[config.mk]
export PLATFORM = sky130hd
export DESIGN_NAME = can_rx_filter_bank
export DESIGN_NICKNAME = d
export VERILOG_FILES = /design/src/rtl/can_flt_pkg.sv /design/src/rtl/can_id_match.sv /design/src/rtl/can_prio_pick.sv /design/src/rtl/can_rx_filter_bank.sv
export SDC_FILE = /design/constraint.sdc
export NUM_CORES = 1
export LEC_CHECK = 0
export BUFFER_PORTS_ARGS = -buffer_cell sky130_fd_sc_hd__buf_2
export CORE_AREA = 2 2 270 272
export CTS_CLUSTER_DIAMETER = 30
export CTS_CLUSTER_SIZE = 14
export DETAILED_ROUTE_END_ITERATION = 16
export DIE_AREA = 0 0 272 274
export PLACE_DENSITY = 0.44
export SYNTH_ARGS = -nofsm -noshare
export SYNTH_HDL_FRONTEND = slang
export SYNTH_SLANG_ARGS = --single-unit
[constraint.sdc]
create_clock -name clk -period 2.85 [get_ports clk]
set_clock_uncertainty 0.05 [all_clocks]
set_input_delay 0.285 -clock clk [delete_from_list [all_inputs] [get_ports clk]]
set_output_delay 0.285 -clock clk [all_outputs]
set_load 0.1 [all_outputs]
[src/rtl/can_flt_pkg.sv]
package can_flt_pkg;
    localparam int unsigned ID_W  = 29;
    localparam int unsigned STD_W = 11;

    typedef enum logic [1:0] {
        FLT_EXACT  = 2'd0,
        FLT_ANY    = 2'd1,
        FLT_MASK_A = 2'd2,
        FLT_MASK_B = 2'd3
    } flt_mode_e;
endpackage

[src/rtl/can_id_match.sv]
module can_id_match
    import can_flt_pkg::*;
(
    input  logic            en_i,
    input  logic            b_ide_i,
    input  logic [1:0]      mode_i,
    input  logic [ID_W-1:0] b_id_i,
    input  logic [ID_W-1:0] mask_a_i,
    input  logic [ID_W-1:0] mask_b_i,
    input  logic [ID_W-1:0] f_id_i,
    input  logic            f_ide_i,
    output logic            hit_o
);
    logic [ID_W-1:0] width_mask;
    logic [ID_W-1:0] cmp_mask;
    logic [ID_W-1:0] diff;
    flt_mode_e       mode;

    always_comb begin
        mode       = flt_mode_e'(mode_i);
        width_mask = f_ide_i ? {ID_W{1'b1}} : {{(ID_W-STD_W){1'b0}}, {STD_W{1'b1}}};
        case (mode)
            FLT_MASK_A: cmp_mask = mask_a_i;
            FLT_MASK_B: cmp_mask = mask_b_i;
            default:    cmp_mask = {ID_W{1'b1}};
        endcase
        diff  = (b_id_i ^ f_id_i) & cmp_mask & width_mask;
        hit_o = en_i && ((mode == FLT_ANY) || ((b_ide_i == f_ide_i) && (diff == '0)));
    end
endmodule

[src/rtl/can_prio_pick.sv]
module can_prio_pick #(
    parameter int unsigned N  = 16,
    localparam int unsigned IW = $clog2(N)
) (
    input  logic [N-1:0]  req_i,
    output logic          found_o,
    output logic [IW-1:0] idx_o
);
    always_comb begin
        found_o = 1'b0;
        idx_o   = '0;
        for (int i = N - 1; i >= 0; i--) begin
            if (req_i[i]) begin
                found_o = 1'b1;
                idx_o   = IW'(i);
            end
        end
    end
endmodule

[src/rtl/can_rx_filter_bank.sv]
module can_rx_filter_bank
    import can_flt_pkg::*;
#(
    parameter int unsigned NB = 16,
    localparam int unsigned IW = $clog2(NB)
) (
    input  logic               clk,
    input  logic               rst_n,
    input  logic               frame_valid_i,
    input  logic [ID_W-1:0]    frame_id_i,
    input  logic               frame_ide_i,
    input  logic               frame_rtr_i,
    input  logic [3:0]         frame_dlc_i,
    input  logic [NB-1:0]      cfg_en_i,
    input  logic [NB-1:0]      cfg_tx_i,
    input  logic [NB-1:0]      cfg_ide_i,
    input  logic [2*NB-1:0]    cfg_mode_i,
    input  logic [ID_W*NB-1:0] cfg_id_i,
    input  logic [ID_W-1:0]    mask_a_i,
    input  logic [ID_W-1:0]    mask_b_i,
    input  logic               rel_valid_i,
    input  logic [IW-1:0]      rel_idx_i,
    output logic               acc_valid_o,
    output logic [IW-1:0]      acc_idx_o,
    output logic               acc_ovr_o,
    output logic [3:0]         acc_dlc_o,
    output logic               reply_req_o,
    output logic [IW-1:0]      reply_idx_o,
    output logic [NB-1:0]      full_o,
    output logic [NB-1:0]      ovr_o
);
    typedef struct packed {
        logic          s1_vld;
        logic          s1_rtr;
        logic [3:0]    s1_dlc;
        logic [NB-1:0] s1_hit;
        logic          acc_vld;
        logic [IW-1:0] acc_idx;
        logic          acc_ovr;
        logic [3:0]    acc_dlc;
        logic          rep;
        logic [IW-1:0] rep_idx;
        logic [NB-1:0] full;
        logic [NB-1:0] ovr;
    } st_t;

    st_t st_d, st_q;

    logic [NB-1:0] hit_w;
    logic [NB-1:0] rel_mask;
    logic [NB-1:0] rx_hit, tx_hit, rx_free_hit;
    logic          free_found, any_found, tx_found;
    logic [IW-1:0] free_idx, any_idx, tx_idx;

    // One comparator per buffer
    for (genvar g = 0; g < NB; g++) begin : g_match
        can_id_match u_match (
            .en_i     (cfg_en_i[g]),
            .b_ide_i  (cfg_ide_i[g]),
            .mode_i   (cfg_mode_i[2*g +: 2]),
            .b_id_i   (cfg_id_i[ID_W*g +: ID_W]),
            .mask_a_i (mask_a_i),
            .mask_b_i (mask_b_i),
            .f_id_i   (frame_id_i),
            .f_ide_i  (frame_ide_i),
            .hit_o    (hit_w[g])
        );
    end

    always_comb begin
        rel_mask = '0;
        if (rel_valid_i) rel_mask[rel_idx_i] = 1'b1;
        rx_hit      = st_q.s1_hit & ~cfg_tx_i;
        tx_hit      = st_q.s1_hit & cfg_tx_i;
        rx_free_hit = rx_hit & ~(st_q.full & ~rel_mask);
    end

    can_prio_pick #(.N(NB)) u_pick_free (.req_i(rx_free_hit), .found_o(free_found), .idx_o(free_idx));
    can_prio_pick #(.N(NB)) u_pick_any  (.req_i(rx_hit),      .found_o(any_found),  .idx_o(any_idx));
    can_prio_pick #(.N(NB)) u_pick_tx   (.req_i(tx_hit),      .found_o(tx_found),   .idx_o(tx_idx));

    always_comb begin
        st_d         = st_q;
        st_d.s1_vld  = frame_valid_i;
        st_d.s1_rtr  = frame_rtr_i;
        st_d.s1_dlc  = frame_dlc_i;
        st_d.s1_hit  = hit_w;
        st_d.acc_vld = 1'b0;
        st_d.acc_ovr = 1'b0;
        st_d.rep     = 1'b0;
        st_d.full    = st_q.full & ~rel_mask;
        st_d.ovr     = st_q.ovr & ~rel_mask;
        if (st_q.s1_vld) begin
            if (st_q.s1_rtr) begin
                if (tx_found) begin
                    st_d.rep     = 1'b1;
                    st_d.rep_idx = tx_idx;
                end
            end else if (any_found) begin
                st_d.acc_vld = 1'b1;
                st_d.acc_dlc = st_q.s1_dlc;
                if (free_found) begin
                    st_d.acc_idx = free_idx;
                end else begin
                    st_d.acc_idx      = any_idx;
                    st_d.acc_ovr      = 1'b1;
                    st_d.ovr[any_idx] = 1'b1;
                end
                st_d.full[st_d.acc_idx] = 1'b1;
            end
        end
    end

    always_ff @(posedge clk or negedge rst_n) begin
        if (!rst_n) st_q <= '0;
        else        st_q <= st_d;
    end

    assign acc_valid_o = st_q.acc_vld;
    assign acc_idx_o   = st_q.acc_idx;
    assign acc_ovr_o   = st_q.acc_ovr;
    assign acc_dlc_o   = st_q.acc_dlc;
    assign reply_req_o = st_q.rep;
    assign reply_idx_o = st_q.rep_idx;
    assign full_o      = st_q.full;
    assign ovr_o       = st_q.ovr;
endmodule

# Word-level counts from Yosys, hierarchy flattened
# Cells that the tools add are included.
[op_classes]
magnitude_cmp = 6
n_eq_ne = 64
n_mux = 133
bitwise = 59
reduce_logical = 69
[ops]
columns = ["cell", "count"]
rows = [
  ["$and 29x29->29", 32],
  ["$pmux 29 s2", 16],
  ["$logic_not 29->1", 16],
  ["$xor 29x29->29", 16],
  ["$mux 4", 52],
  ["$and 16x16->16", 5],
  ["$eq 2x2->1 const B", 32],
  ["$mux 32", 2],
  ["$mux 1", 52],
  ["$not 16->16", 3],
  ["$mux 47", 1],
  ["$logic_and 1x1->1", 35],
  ["$eq 2x1->1 const B", 16],
  ["$mux 16", 2],
  ["$or 16x16->16", 2],
  ["$mux 29", 1],
  ["$mux 10", 2],
  ["$eq 1x1->1", 16],
  ["$logic_or 1x1->1", 16],
  ["$lt 4x5->1 const B", 3],
  ["$demux 1 s4", 3],
  ["$ge 4x1->1 const B", 3],
  ["$mux 5", 2],
  ["$reduce_and 3->1", 2],
  ["$not 1->1", 1],
]
[totals]
regBits = 69
inputBits = 645
out_inout_bits = 47
elab_cells = 343

# Logic depth before layout (Yosys ltp)
[logic_depth]
depth_word = 37
depth_mapped = 9

# By module
# From an unflattened synthesis, not the netlist that was laid out.
[unflattened]
hier_cells = 2091
area_unflattened_um2 = 17063.9
[modules_own_cells]
columns = ["mod", "n_inst", "cells_each", "area_each_um2", "seq_area_each_um2"]
rows = [
  ["can_id_match", 16, 107, 835.8, 0.0],
  ["can_rx_filter_bank", 1, 280, 3154.3, 1726.7],
  ["can_prio_pick", 3, 33, 178.9, 0.0],
]

# Worst setup path before layout
# Ideal clock, no wire load.
[synth_path]
path_type = "input-to-reg"
startpoint = "input port frame_id_i[14]"
endpoint = "register st_q[54] in the netlist's numbering"
setup_time_ns = 0.084
arrival_ns = 2.117
t_required_ns = 2.716
setup_slack_ns = 0.599
stages = 9
path_buffers = 2
cell_sequence = "clkbuf_1 > clkbuf_1 > xnor2_1 > a21oi_1 > nor4b_1 > nand4_1 > o41ai_1 > nand4_1 > a21boi_0"
[synth_via]
elab_chain_cells = 7
[synth_rtl]
columns = ["element", "line", "rtl"]
rows = [
  ["start, declared", "can_rx_filter_bank.sv:10", "input logic [ID_W-1:0] frame_id_i,"],
  ["$xor 29x29->29", "can_id_match.sv:27", "diff = (b_id_i ^ f_id_i) & cmp_mask & width_mask;"],
  ["$and 29x29->29 (2 in series)", "can_id_match.sv:27", ""],
  ["$logic_not 29->1", "can_id_match.sv:28", "hit_o = en_i && ((mode == FLT_ANY) || ((b_ide_i == f_ide_i) && (diff == '0)));"],
  ["$logic_and 1x1->1", "can_id_match.sv:28", ""],
  ["$logic_or 1x1->1", "can_id_match.sv:28", ""],
  ["$logic_and 1x1->1", "can_id_match.sv:28", ""],
  ["named net g_match[7].u_match.hit_o", "can_id_match.sv:12", "output logic hit_o"],
  ["end signal, assigned", "can_rx_filter_bank.sv:116", "else st_q <= st_d;"],
  ["end, declared", "can_rx_filter_bank.sv:47", "st_t st_d, st_q;"],
]
# The timed path passes the listed nets, and every way through them passes these cells.
# A chain may end at the register's enable or synchronous reset.

# Worst setup path in the final report
[layout_path]
startpoint = "input port frame_id_i[28]"
endpoint = "register st_q[61] in the netlist's numbering"
[layout_via]
elab_chain_cells = 7
[layout_rtl]
columns = ["element", "line"]
rows = [
  ["$xor 29x29->29", "can_id_match.sv:27"],
  ["$and 29x29->29 (2 in series)", "can_id_match.sv:27"],
  ["$logic_not 29->1", "can_id_match.sv:28"],
  ["$logic_and 1x1->1", "can_id_match.sv:28"],
  ["$logic_or 1x1->1", "can_id_match.sv:28"],
  ["$logic_and 1x1->1", "can_id_match.sv:28"],
  ["named net g_match[14].u_match.hit_o", "can_id_match.sv:12"],
]
# The timed path passes the listed nets, and every way through them passes these cells.

==> run_results.csv <==
group,metric,value,unit
placement,gp_congestion,0.994,
pwr,power_density,389,mW/mm²
worst_setup_path,critPathMaxStageDelay,800,ps
floorplan,floorplan.initialDensity,0.235,
synthesis,synth_simple_gate_area_share,0.0975,
routing,first_iter_violations,2115,
synthesis,yosys.area_share.adder,0,
layout,final_cell_area,0.0219,mm²
worst_setup_path,end_kind,"flip-flop",
clock_network,cts_tree,"done",
sta,worstMarginPinSlew,982,ps
synthesis,synth_area_leaders,"mux2i_1 (27%), xnor2_1 (24%), a21oi_1 (14%)",
worst_setup_path,path_delay_family,"compound AO/OA/AOI/OAI gates",
routing,wl,116000,µm
grt,grt_pass1_vias,19700,
floorplan,die_area,0.0745,mm²
worst_setup_path,worstPathMaxFanout,12,
sta,finalWorstPathRequiredPeriod,2650,ps
sta,timing.final.crit_share,0.931,
floorplan,rows,99,
layout,fill_cells,8057,
synthesis,muxShareOfSynthArea,0.274,
pwr,p_leak,0.00976,µW
synthesis,synthCells,2192,
worst_setup_path,start_kind,"input port",
clock_network,numCtsBuffers,9,
routing,drtPass1Iterations,6,
worst_setup_path,worstPathCellList,"buf_2, buf_4, xnor2_1, a21oi_1, nor4b_1, nand4_1, o41ai_1, nand4_1, a21boi_0",
routing,num_vias,20100,
synthesis,synth_area_leader_cell,"mux2i_1",
layout,layoutNonFillerInstCount,3740,
sta,fmax,377,MHz
sta,final-setup-viol-count,0,
layout,final_common_cell,"buf_2",
floorplan,pin_count,692,
clock_network,clock-sinks,69,
layout,fin_util,0.305,
synthesis,ys_ff_latch,69,
worst_hold_path,hold_path.class,"in -> reg",
grt,grt_max_degree,37,
clock_network,htreeDepth,3,
synthesis,synth_compound_area_frac,0.210,
synthesis,synth_ff_type,"dfrtp_1",
layout,fin_nets,3399,
pwr,peakVddDrop,0.775,mV
routing,vias_per_cell,5.38,
worst_setup_path,cp_common_cell,"nand4_1",
routing,drc,0,
layout,final_cell_mix,"buf_2 (691), a21oi_1 (470), mux2i_1 (464), xnor2_1 (464), buf_4 (120)",
synthesis,synth.avg_cell_area,7.72,µm²
synthesis,syn_area,0.0169,mm²
worst_setup_path,cp.arrival,2890,ps
synthesis,yosys_warnings,0,
routing,ant_nets,0,
worst_setup_path,worstSetupPathType,"in -> reg",
grt,overflow,0,
clock_network,clk_latency,360,ps
sta,max-slew-margin-rel,0.328,
synthesis,synth-edff-count,0,
outcome,status,"finished clean",
grt,grt.total_usage,0.294,
sta,rsz0062_at_grt,"no",
layout,syn_to_final_growth,29.6,%
sta,hold_viol,0,
placement,placed_cell_area,0.0215,mm²
clock_network,clockBufferDepth,2,
synthesis,synth_xor_area_frac,0.240,
layout,final-seq-area,0.00173,mm²
sta,drv_slew,0,
synthesis,ys_async_sr_fraction,1.00,
worst_setup_path,cp.buffers_inverters,2,
run,maxCapViolCount,0,
placement,dp_hpwl,93100,µm
clock_network,post_cts_buffers,0,
floorplan,die_h,274,µm
clock_network,clkTransAtPathRegs,70,ps
placement,port_buffers,691,
grt,antenna_found_initial,36,
placement,dp.cells,3695,
grt,grt_pass1_wl,155000,µm
synthesis,seq_area_frac_synth,0.102,
floorplan,coreArea,0.0720,mm²
layout,multi_input_area,0.0139,mm²
synthesis,yosys.area.top_type_share,0.274,
layout,drive_above_1_share,0.313,
synthesis,synth_nets,2837,
synthesis,ys_types,65,
worst_setup_path,critPathRequiredTime,3080,ps
floorplan,die_width,272,µm
worst_setup_path,cpMaxStageDelayCell,"o41ai_1",
clock_network,clockRootBuffer,"clkbuf_16",
routing,wl_per_cell,30.9,µm
synthesis,synth_top_family_by_area,"multiplexers",
path summary, 6_finish.rpt:
check                                         from                       end  slack [ps]  cells after the start
worst max-delay path                frame_id_i[28]        st_q[61]$_DFF_PN0_         200                      9
worst min register to register  st_q[63]$_DFF_PN0_  acc_dlc_o[0]$_DFFE_PN0P_         390                      2
min in group asynchronous                    rst_n  acc_idx_o[2]$_DFFE_PN0P_         390                      2
max in group asynchronous                    rst_n        st_q[59]$_DFF_PN0_        1740                      3
worst min-delay path                   cfg_en_i[9]        st_q[56]$_DFF_PN0_         140                      2
worst max register to register  st_q[58]$_DFF_PN0_      full_o[14]$_DFF_PN0_         250                      8
cell families after synthesis:
logic type,count (synthesis)
mux,464
simple gates,269
xor+xnor,464
compound gates,642
flops,69
buf+inv,284
sequential cells by signal (all words and copies together), names as in the netlist:
register     flops
acc_dlc_o        4
acc_idx_o        4
acc_ovr_o        1
acc_valid_o      1
full_o          16
ovr_o           16
reply_idx_o      4
reply_req_o      1
st_q            22
synthesized netlist by cell type (all sizes together) (2+ instances only):
master / number
a2111oi: 16
a21boi: 17
a21o: 6
a21oi: 470
a221o: 2
a221oi: 3
a22o: 4
a22oi: 5
a311oi: 2
a31oi: 8
and2: 2
buf: 122
clkbuf: 157
dfrtp: 69
inv: 5
mux2i: 464
nand2: 46
nand2b: 35
nand3: 6
nand3b: 3
nand4: 34
nand4b: 2
nor2: 13
nor2b: 14
nor4: 82
nor4b: 16
o21a: 2
o21ai: 74
o21bai: 2
o22ai: 3
o31a: 4
o41ai: 17
or2: 4
or2b: 2
or3b: 4
or4: 2
xnor2: 464
power breakdown:
group	switching (µW)	internal (µW)	leakage, µW	total [µW]
Clock	508	771	0.000156	1280
Combinational	4050	1850	0.00871	5900
Sequential	155	1200	0.000896	1350
stage by stage:
| step | total power (µW) | TNS (ps) | hold slack [ps] | setup slack [ps] |
|---|---|---|---|---|
| global placement | 7200 | -1030 | 250 | -412 |
| global route | 8880 | 0 | 149 | 2.82 |
| detailed placement | 7190 | -956 | 247 | -377 |
| floorplan | 5450 | 0 | -60.6 | 599 |
| finish | 8530 | 0 | 135 | 198 |
| CTS | 8480 | 0 | 129 | 130 |
area by class of cell:
cell class              count  area share
inverters                   5    0.000856
multi-input cells        1839       0.635
flip-flops and latches     69      0.0787
clock buffers               9      0.0103
diodes                     22     0.00251
well taps                 959      0.0547
repair buffers            830       0.213
clock inverters             7     0.00451
routing by layer:
| metal | global-route usage | wire [µm] |
|---|---|---|
| met2 | 0.502 | 54700 |
| met3 | 0.0638 | 9620 |
| met5 | 0 | 202 |
| met1 | 0.351 | 45300 |
| met4 | 0.139 | 5830 |
what timing repair did:
action	CTS	global route
endpoints found under the setup margin	1	2
gates resized for setup	1	2
endpoints found under the hold margin	27	0
hold buffers	7	0
No activity file was read; power rests on OpenSTA's default activity.
